<file path="src/rtl/intc_regwin_pkg.sv">
package intc_regwin_pkg;

  localparam int NUM_VEC = 256;
  localparam int IDX_W   = 3;

  typedef enum logic [4:0] {
    SEL_NONE, SEL_ID, SEL_VER, SEL_TPR, SEL_RRD, SEL_LDR, SEL_DFR, SEL_SVR,
    SEL_ISR, SEL_TRG, SEL_IRR, SEL_ESR, SEL_CMDLO, SEL_CMDHI, SEL_LVT,
    SEL_INIT, SEL_CUR, SEL_DIV, SEL_IER, SEL_EXT
  } regSel_e;

  // Strobes handed from the decoder to the register file
  typedef struct packed {
    logic             rd;
    logic             wr;
    regSel_e          sel;
    logic [IDX_W-1:0] idx;
  } regStrobe_t;

endpackage

</file>
<file path="src/rtl/intc_regwin_ctrl.sv">
module intc_regwin_ctrl
  import intc_regwin_pkg::*;
#(
  parameter int ADDR_W   = 32,
  parameter int WIN_BITS = 12,
  parameter int NUM_LVT  = 6,
  parameter int NUM_EXT  = 4
) (
  input  logic              clk,
  input  logic              rstN,
  input  logic              winEnable,
  input  logic [ADDR_W-1:0] baseAddr,
  input  logic [ADDR_W-1:0] busAddr,
  input  logic              rdStb,
  input  logic              wrStb,
  output regStrobe_t        stb,
  output logic              rdValid,
  output logic              accErr
);

  localparam int SLOT_W   = WIN_BITS - 4;
  localparam int LVT_BASE = 'h32;
  localparam int EXT_BASE = 'h50;

  logic              winHit;
  logic [SLOT_W-1:0] slot;
  logic [SLOT_W-1:0] lvtOff;
  logic [SLOT_W-1:0] extOff;
  regSel_e           sel;
  logic [IDX_W-1:0]  idx;

  assign winHit = (busAddr[ADDR_W-1:WIN_BITS] == baseAddr[ADDR_W-1:WIN_BITS]);
  assign slot   = busAddr[WIN_BITS-1:4];
  assign lvtOff = slot - SLOT_W'(LVT_BASE);
  assign extOff = slot - SLOT_W'(EXT_BASE);

  always_comb begin
    sel = SEL_NONE;
    idx = slot[IDX_W-1:0];
    case (slot)
      SLOT_W'('h02): sel = SEL_ID;
      SLOT_W'('h03): sel = SEL_VER;
      SLOT_W'('h08): sel = SEL_TPR;
      SLOT_W'('h0C): sel = SEL_RRD;
      SLOT_W'('h0D): sel = SEL_LDR;
      SLOT_W'('h0E): sel = SEL_DFR;
      SLOT_W'('h0F): sel = SEL_SVR;
      SLOT_W'('h28): sel = SEL_ESR;
      SLOT_W'('h30): sel = SEL_CMDLO;
      SLOT_W'('h31): sel = SEL_CMDHI;
      SLOT_W'('h38): sel = SEL_INIT;
      SLOT_W'('h39): sel = SEL_CUR;
      SLOT_W'('h3E): sel = SEL_DIV;
      default: begin
        if (slot[SLOT_W-1:3] == (SLOT_W-3)'('h02))      sel = SEL_ISR;
        else if (slot[SLOT_W-1:3] == (SLOT_W-3)'('h03)) sel = SEL_TRG;
        else if (slot[SLOT_W-1:3] == (SLOT_W-3)'('h04)) sel = SEL_IRR;
        else if (slot[SLOT_W-1:3] == (SLOT_W-3)'('h09)) sel = SEL_IER;
        else if (int'(slot) >= LVT_BASE && int'(slot) < LVT_BASE + NUM_LVT) begin
          sel = SEL_LVT;
          idx = lvtOff[IDX_W-1:0];
        end else if (int'(slot) >= EXT_BASE && int'(slot) < EXT_BASE + NUM_EXT) begin
          sel = SEL_EXT;
          idx = extOff[IDX_W-1:0];
        end
      end
    endcase
  end

  assign stb.rd  = rdStb && winHit && winEnable;
  assign stb.wr  = wrStb && winHit && winEnable;
  assign stb.sel = sel;
  assign stb.idx = idx;

  always_ff @(posedge clk) begin
    if (!rstN) begin
      rdValid <= 1'b0;
      accErr  <= 1'b0;
    end else begin
      rdValid <= rdStb && winHit;
      accErr  <= winHit && ((!winEnable && (rdStb || wrStb)) ||
                            (winEnable && rdStb && sel == SEL_NONE));
    end
  end

  p_err_cause_r11: assert property (@(posedge clk) disable iff (!rstN)
    accErr |-> $past((rdStb || wrStb) && winHit));

  p_disabled_read_r10: assert property (@(posedge clk) disable iff (!rstN)
    (rdStb && winHit && !winEnable) |=> (rdValid && accErr));

  p_outside_quiet_r2: assert property (@(posedge clk) disable iff (!rstN)
    ((rdStb || wrStb) && !winHit) |=> (!rdValid && !accErr));

endmodule

</file>
<file path="src/rtl/intc_regwin_regs.sv">
module intc_regwin_regs
  import intc_regwin_pkg::*;
#(
  parameter int          NUM_LVT     = 6,
  parameter int          NUM_EXT     = 4,
  parameter logic [31:0] VERSION_VAL = 32'h8005_0010
) (
  input  logic               clk,
  input  logic               rstN,
  input  regStrobe_t         stb,
  input  logic [31:0]        wrData,
  input  logic [NUM_VEC-1:0] isrIn,
  input  logic [NUM_VEC-1:0] trigIn,
  input  logic [NUM_VEC-1:0] irrIn,
  input  logic               timerTick,
  output logic [31:0]        rdData,
  output logic [NUM_VEC-1:0] enMask,
  output logic [31:0]        tprReg,
  output logic [31:0]        svrReg,
  output logic [31:0]        timerEntry,
  output logic [31:0]        divCfg,
  output logic [31:0]        initCount,
  output logic [31:0]        curCount,
  output logic [63:0]        cmdWord,
  output logic               sendReq
);

  localparam logic [31:0] LVT_RESET = 32'h0001_0000;
  localparam logic [31:0] DFR_RESET = 32'hFFFF_FFFF;
  localparam logic [31:0] SVR_RESET = 32'h0000_00FF;

  logic [31:0] idReg, ldrReg, dfrReg, esrReg;
  logic [31:0] lvtReg [NUM_LVT];
  logic [31:0] extReg [NUM_EXT];
  logic [31:0] readMux;
  logic [7:0]  bitBase;

  function automatic logic wrHit(regStrobe_t s, regSel_e which);
    return s.wr && (s.sel == which);
  endfunction

  assign bitBase = {stb.idx, 5'd0};

  // Scalar configuration registers
  always_ff @(posedge clk) begin
    if (!rstN) begin
      idReg   <= '0;
      tprReg  <= '0;
      ldrReg  <= '0;
      dfrReg  <= DFR_RESET;
      svrReg  <= SVR_RESET;
      esrReg  <= '0;
      divCfg  <= '0;
      cmdWord <= '0;
      sendReq <= 1'b0;
    end else begin
      if (wrHit(stb, SEL_ID))    idReg  <= wrData;
      if (wrHit(stb, SEL_TPR))   tprReg <= wrData;
      if (wrHit(stb, SEL_LDR))   ldrReg <= wrData;
      if (wrHit(stb, SEL_DFR))   dfrReg <= wrData;
      if (wrHit(stb, SEL_SVR))   svrReg <= wrData;
      if (wrHit(stb, SEL_ESR))   esrReg <= wrData;
      if (wrHit(stb, SEL_DIV))   divCfg <= wrData;
      if (wrHit(stb, SEL_CMDLO)) cmdWord[31:0]  <= wrData;
      if (wrHit(stb, SEL_CMDHI)) cmdWord[63:32] <= wrData;
      sendReq <= wrHit(stb, SEL_CMDLO);
    end
  end

  // Local vector entries and extended entries: plain storage
  generate
    for (genvar g = 0; g < NUM_LVT; g++) begin : gLvt
      always_ff @(posedge clk) begin
        if (!rstN) lvtReg[g] <= LVT_RESET;
        else if (wrHit(stb, SEL_LVT) && int'(stb.idx) == g) lvtReg[g] <= wrData;
      end
    end
    for (genvar g = 0; g < NUM_EXT; g++) begin : gExt
      always_ff @(posedge clk) begin
        if (!rstN) extReg[g] <= '0;
        else if (wrHit(stb, SEL_EXT) && int'(stb.idx) == g) extReg[g] <= wrData;
      end
    end
  endgenerate

  assign timerEntry = lvtReg[0];

  // Enable bitmap, written one 32-bit window at a time
  always_ff @(posedge clk) begin
    if (!rstN) enMask <= '0;
    else if (wrHit(stb, SEL_IER)) enMask[bitBase +: 32] <= wrData;
  end

  // Timer counts: initial count write reloads the current count
  always_ff @(posedge clk) begin
    if (!rstN) begin
      initCount <= '0;
      curCount  <= '0;
    end else if (wrHit(stb, SEL_INIT)) begin
      initCount <= wrData;
      curCount  <= wrData;
    end else if (wrHit(stb, SEL_CUR)) begin
      curCount <= wrData;
    end else if (timerTick && curCount != 32'd0) begin
      curCount <= curCount - 32'd1;
    end
  end

  always_comb begin
    readMux = '0;
    unique case (stb.sel)
      SEL_ID:    readMux = idReg;
      SEL_VER:   readMux = VERSION_VAL;
      SEL_TPR:   readMux = tprReg;
      SEL_RRD:   readMux = '0;
      SEL_LDR:   readMux = ldrReg;
      SEL_DFR:   readMux = dfrReg;
      SEL_SVR:   readMux = svrReg;
      SEL_ISR:   readMux = isrIn[bitBase +: 32];
      SEL_TRG:   readMux = trigIn[bitBase +: 32];
      SEL_IRR:   readMux = irrIn[bitBase +: 32];
      SEL_ESR:   readMux = esrReg;
      SEL_CMDLO: readMux = cmdWord[31:0];
      SEL_CMDHI: readMux = cmdWord[63:32];
      SEL_LVT:   readMux = (int'(stb.idx) < NUM_LVT) ? lvtReg[stb.idx] : '0;
      SEL_INIT:  readMux = initCount;
      SEL_CUR:   readMux = curCount;
      SEL_DIV:   readMux = divCfg;
      SEL_IER:   readMux = enMask[bitBase +: 32];
      SEL_EXT:   readMux = (int'(stb.idx) < NUM_EXT) ? extReg[stb.idx] : '0;
      default:   readMux = '0;
    endcase
  end

  always_ff @(posedge clk) begin
    if (!rstN) rdData <= '0;
    else       rdData <= stb.rd ? readMux : '0;
  end

  p_init_reload_r8: assert property (@(posedge clk) disable iff (!rstN)
    wrHit(stb, SEL_INIT) |=> (curCount == initCount));

  p_tick_dec_r8: assert property (@(posedge clk) disable iff (!rstN)
    (timerTick && !stb.wr && curCount != 32'd0) |=> (curCount == $past(curCount) - 32'd1));

  p_send_low_r9: assert property (@(posedge clk) disable iff (!rstN)
    wrHit(stb, SEL_CMDLO) |=> (sendReq && cmdWord[31:0] == $past(wrData)));

  p_hi_no_send_r9: assert property (@(posedge clk) disable iff (!rstN)
    wrHit(stb, SEL_CMDHI) |=> !sendReq);

endmodule

</file>
<file path="src/rtl/intc_regwin.sv">
module intc_regwin
  import intc_regwin_pkg::*;
#(
  parameter int          ADDR_W      = 32,
  parameter int          WIN_BITS    = 12,
  parameter int          NUM_LVT     = 6,
  parameter int          NUM_EXT     = 4,
  parameter logic [31:0] VERSION_VAL = 32'h8005_0010
) (
  input  logic               clk,
  input  logic               rstN,
  input  logic               winEnable,
  input  logic [ADDR_W-1:0]  baseAddr,
  input  logic [ADDR_W-1:0]  busAddr,
  input  logic               rdStb,
  input  logic               wrStb,
  input  logic [31:0]        wrData,
  output logic [31:0]        rdData,
  output logic               rdValid,
  output logic               accErr,
  input  logic [NUM_VEC-1:0] isrIn,
  input  logic [NUM_VEC-1:0] trigIn,
  input  logic [NUM_VEC-1:0] irrIn,
  input  logic               timerTick,
  output logic [NUM_VEC-1:0] enMask,
  output logic [7:0]         taskPrio,
  output logic [7:0]         spurVec,
  output logic               swEnable,
  output logic [31:0]        timerEntry,
  output logic [31:0]        divCfg,
  output logic [31:0]        initCount,
  output logic [31:0]        curCount,
  output logic [63:0]        cmdWord,
  output logic               sendReq
);

  regStrobe_t  stb;
  logic [31:0] tprReg;
  logic [31:0] svrReg;

  intc_regwin_ctrl #(
    .ADDR_W(ADDR_W), .WIN_BITS(WIN_BITS), .NUM_LVT(NUM_LVT), .NUM_EXT(NUM_EXT)
  ) uCtrl (
    .clk(clk), .rstN(rstN), .winEnable(winEnable), .baseAddr(baseAddr),
    .busAddr(busAddr), .rdStb(rdStb), .wrStb(wrStb), .stb(stb),
    .rdValid(rdValid), .accErr(accErr)
  );

  intc_regwin_regs #(
    .NUM_LVT(NUM_LVT), .NUM_EXT(NUM_EXT), .VERSION_VAL(VERSION_VAL)
  ) uRegs (
    .clk(clk), .rstN(rstN), .stb(stb), .wrData(wrData), .isrIn(isrIn),
    .trigIn(trigIn), .irrIn(irrIn), .timerTick(timerTick), .rdData(rdData),
    .enMask(enMask), .tprReg(tprReg), .svrReg(svrReg), .timerEntry(timerEntry),
    .divCfg(divCfg), .initCount(initCount), .curCount(curCount),
    .cmdWord(cmdWord), .sendReq(sendReq)
  );

  assign taskPrio = tprReg[7:0];
  assign spurVec  = svrReg[7:0];
  assign swEnable = svrReg[8];

  p_rddata_zero_r3: assert property (@(posedge clk) disable iff (!rstN)
    !rdValid |-> (rdData == 32'd0));

  p_valid_follows_r3: assert property (@(posedge clk) disable iff (!rstN)
    rdValid |-> $past(rdStb));

endmodule

</file>
<file path="config.mk">
export PLATFORM = sky130hd
export DESIGN_NAME = intc_regwin
export DESIGN_NICKNAME = d
export VERILOG_FILES = /design/src/rtl/intc_regwin_pkg.sv /design/src/rtl/intc_regwin_ctrl.sv /design/src/rtl/intc_regwin_regs.sv /design/src/rtl/intc_regwin.sv
export SDC_FILE = /design/constraint.sdc
export NUM_CORES = 2
export LEC_CHECK = 0
export ABC_AREA = 0
export BUFFER_PORTS_ARGS = -buffer_cell sky130_fd_sc_hd__buf_4
export CAP_MARGIN = 20
export CORE_AREA = 2 2 528 530
export CTS_CLUSTER_SIZE = 30
export DETAILED_ROUTE_END_ITERATION = 16
export DIE_AREA = 0 0 530 532
export PLACE_DENSITY = 0.36
export SYNTH_ARGS = -nofsm -noshare
export SYNTH_HDL_FRONTEND = slang
export SYNTH_HIERARCHICAL = 1
export SYNTH_SLANG_ARGS = --single-unit
</file>
<file path="constraint.sdc">
create_clock -name clk -period 5.3 [get_ports clk]
set_input_delay 0 -clock clk [delete_from_list [all_inputs] [get_ports clk]]
set_output_delay 0 -clock clk [all_outputs]
set_load 0.01 [all_outputs]
</file>
==> flow_summary.yaml <==
outcome:
  outcome: "finished, final reports clean"
placed_design:
  io_buffers: 1353
  finalWeightedCongestion: 0.967
  hpwlAfterDp_um: 334000
detailed_routing:
  ant_nets: 0
  drt_wl_total_um: 441000
  drt-vias-per-instance: 5.02
  drc_violation_total_after_the_first_tritonroute_iteration: 7113
  detailedRoute.firstPassIterationCount: 9
  avgRoutedWirePerCell_um: 41.3
  detailroute.via_count: 53463
  drc_errors: 0
setup_path:
  critPathKind: "input pin to flip-flop"
  worst-endpoint-required_ps: 6060
  timing.critical_path.fanout_max: 29
  end_kind: "flip-flop"
  worst-r2r-setup-slack_ps: 1810
  critical_path_arrival_ps: 5950
  startpoint_type: "input pin"
  worst_r2r_startpoint: "uRegs/curCount[20]"
  worst_setup_path_startpoint: "busAddr[5]"
power_and_ir_drop:
  p_sw_share_pct: 30.6
  power_leakage_nw: 25.3
  worst_ir_drop_vdd_mv: 0.315
  power_w: 0.0208
  power_frac_clock_pct: 43.2
  seq_power_share_pct: 39.5
  pwr-share-comb_pct: 17.3
  p_sw_w: 0.00637
  p_int_w: 0.0145
  areal_power_density_over_the_cells_nw_per_um2: 303
timing:
  skew_ps: 64.6
  timing.final.crit_share_pct: 97.9
  max_slew.worst_pin.slew_ps: 1180
  finalWorstPathRequiredPeriod_ps: 5190
  hold_viol: 0
  max_freq_ghz: 0.193
  maxSlewViolCount: 0
  setup_viol: 0
  grt_setup_unrepaired: "false"
  fin_setup_tns_ps: 0
  slew_headroom_pct: 21.2
run:
  maxCapViolCount: 0
layout:
  fill_cell_count: 30194
  flow.area_growth_from_synthesis_pct: 44.6
  nNetsFinal: 7634
  drive_above_1_share_pct: 29.3
die:
  row_count: 193
  die_footprint_um2: 282000
  floorplan.initialDensity_pct: 17.2
  floorplan.die.width_um: 530
  die_height_um: 532
  design.core.area_um2: 276000
  ioPinCount: 1370
yosys:
  netlist.area_leader.share_pct: 27.1
  yosysUniqueCellTypes: 86
  register_area_share_after_synthesis_pct: 47.3
  synth_edf_count: 320
  post_synth_xor_area_fraction_pct: 0.867
  postSynthAreaPerCell_um2: 8.73
  syn_inst: 5442
  post-synth-top-area-cell: "dfxtp_1"
  synth_top_family_by_area: "compound AO/OA/AOI/OAI gates"
  synth_area_leaders: "dfxtp_1 (27%), edfxtp_1 (20%), nand2_1 (9.9%)"
  synth-warning-count: 6
  synthesis.area_um2: 47500
  ffs_latches_synth: 963
  post_synth_and_or_nand_nor_area_fraction_pct: 20.4
  synthAdderAreaFrac_pct: 0.211
  synth_flop_cell: "dfxtp_1"
  mappedNetlistNets: 6320
  synth_mux_area_share_pct: 5.27
  ys_async_sr_fraction_pct: 0
  synth_compound_area_share_pct: 21.0
global_routing:
  grt_first_pass_wirelength_um: 554000
  globalRouteTotalUtil_pct: 30.0
  groute.layer.met3.usage_pct: 7.42
  gr-usage-met1_pct: 35.6
  gr-usage-met2_pct: 48.2
  grt_remaining_overflow: 0
  first_global_vias: 50623
  antenna_violations_before_repair: 178
  grt_start_max_net_pins: 132
  grt-busiest-layer: "met2"
hold_path:
  worstHoldStart: "isrIn[130]"
  worstHoldPathType: "input pin to flip-flop"
cts:
  clock_sinks: 963
  worst_skew_pair.late_latency_ps: 820
  ctsHtreeMaxLevel: 3
  clock_pin_slew_reported_for_the_worst_setup_and_hold_paths_after_clock_tree_synthesis_ps: 60
  post_cts_buffers: 0
  cts_max_path_buffers: 3
  cts_buffers: 121
  root_buffer: "clkbuf_16"
  cts_tree: "yes"
-- final timing paths --
kind / to / cells past startpoint
setup / recovery: uRegs/rdData[3] / 19
hold / removal: uRegs/rdData[2] / 4
setup reg to reg: uRegs/curCount[0] / 7
hold reg to reg: uRegs/ldrReg[23] / 2
-- cell type report --
class | count | area, um^2 | area share (%)
timing repair buffer | 1771 | 14100 | 20.5
sequential | 963 | 22500 | 32.7
tap | 3705 | 4640 | 6.75
inverter | 14 | 60.1 | 0.0875
clock buffer | 187 | 3640 | 5.30
multi-input combinational | 3885 | 22900 | 33.4
antenna | 90 | 225 | 0.328
clock inverter | 43 | 597 | 0.869
-- synthesized netlist by cell type (49+ instances only) --
cell type  count
clkbuf_1     458
mux4_2        87
nand3_1      315
edfxtp_1     320
a22oi_1      234
mux2i_1       51
a21oi_1      797
nand2_1     1247
a221oi_1      49
o21ai_0      128
a222oi_1      85
a22o_1        69
buf_2         80
dfxtp_1      643
and2_1       327
nor2_1        61
-- layout by cell type, fill, tap and decap left out, types with 87 or more instances in the layout --
cell type | Yosys | routed
a21oi_1 | 797 | 796
a22oi_1 | 234 | 234
and2_1 | 327 | 325
buf_4 | 4 | 1598
clkbuf_16 | 0 | 123
dfxtp_1 | 643 | 643
diode_2 | 0 | 90
dlygate4sd3_1 | 0 | 135
edfxtp_1 | 320 | 320
mux4_2 | 87 | 87
nand2_1 | 1247 | 1237
nand3_1 | 315 | 314
o21ai_0 | 128 | 116
-- cells by family after synthesis --
| kind of cell | Yosys count |
|---|---|
| multiplexers | 141 |
| XOR/XNOR | 47 |
| buffers and inverters | 594 |
| AND/OR/NAND/NOR | 2116 |
| adder cells (fa/ha/maj) | 8 |
| flip-flops | 963 |
| AO/OA/AOI/OAI | 1573 |
-- routing by layer --
metal  wire length [um]  share of wire [%]
met5                531               0.12
met2             206000                 47
met4              28600                6.5
met1             168000                 38
met3              37600                8.5
-- power groups by stage --
| stage | clock network [W] | registers, W | logic (W) |
|---|---|---|---|
| final | 0.00900 | 0.00822 | 0.00361 |
| after global routing | 0.00942 | 0.00824 | 0.00376 |
| after CTS | 0.00917 | 0.00823 | 0.00360 |
| after detailed placement | 0 | 0.00839 | 0.00352 |
| after global placement | 0 | 0.00839 | 0.00351 |
| after floorplan | 0 | 0.00823 | 0.00149 |
-- through the flow --
step / std cells / setup slack (ps) / util, % / hold WS (ps) / cell area, um^2
global route: 10638 / 3.83 / 24.9 / 21.0 / 68600
floorplan: 5442 / 392 / - / 116 / 47500
CTS: 10567 / 58.7 / 24.8 / 0.134 / 68400
global placement: 10197 / 27.2 / 22.8 / 382 / 62800
detailed placement: 10202 / 29.4 / 22.8 / 383 / 62800
finish: 10658 / 113 / 24.9 / 44.8 / 68700
-- sequential cells by signal, summed over array words and instances (netlist names) --
signal and cells:
uRegs/rdData 32, uRegs/tprReg 32, uCtrl/rdValid 1, uRegs/ldrReg 32
uCtrl/accErr 1, uRegs/svrReg 32, uRegs/divCfg 32, uRegs/initCount 32
uRegs/esrReg 32, uRegs/cmdWord 64, uRegs/enMask 256, uRegs/extReg 128
uRegs/dfrReg 32, uRegs/curCount 32, uRegs/idReg 32, uRegs/sendReq 1
uRegs/lvtReg 192
-- worst max-delay path: stages --
cell	delay (ps)
buf_4	140
inv_1	110
ha_1	240
nand2_1	100
o31ai_1	80
a32oi_1	180
nand4_1	570
and4bb_2	520
and2_4	600
buf_4	350
buf_4	190
a21oi_1	130
nand2_1	150
o22ai_1	90
dlygate4sd3_1	560
a311oi_1	390
dlygate4sd3_1	670
a32o_1	180
dlygate4sd3_1	540
-- repair_timing --
item	4_1_cts	5_1_grt
hold buffers	135	0
gates resized for setup	0	4
endpoints found under the hold margin	840	0
setup endpoints to repair	0	6
(Power assumes the default switching activity.)
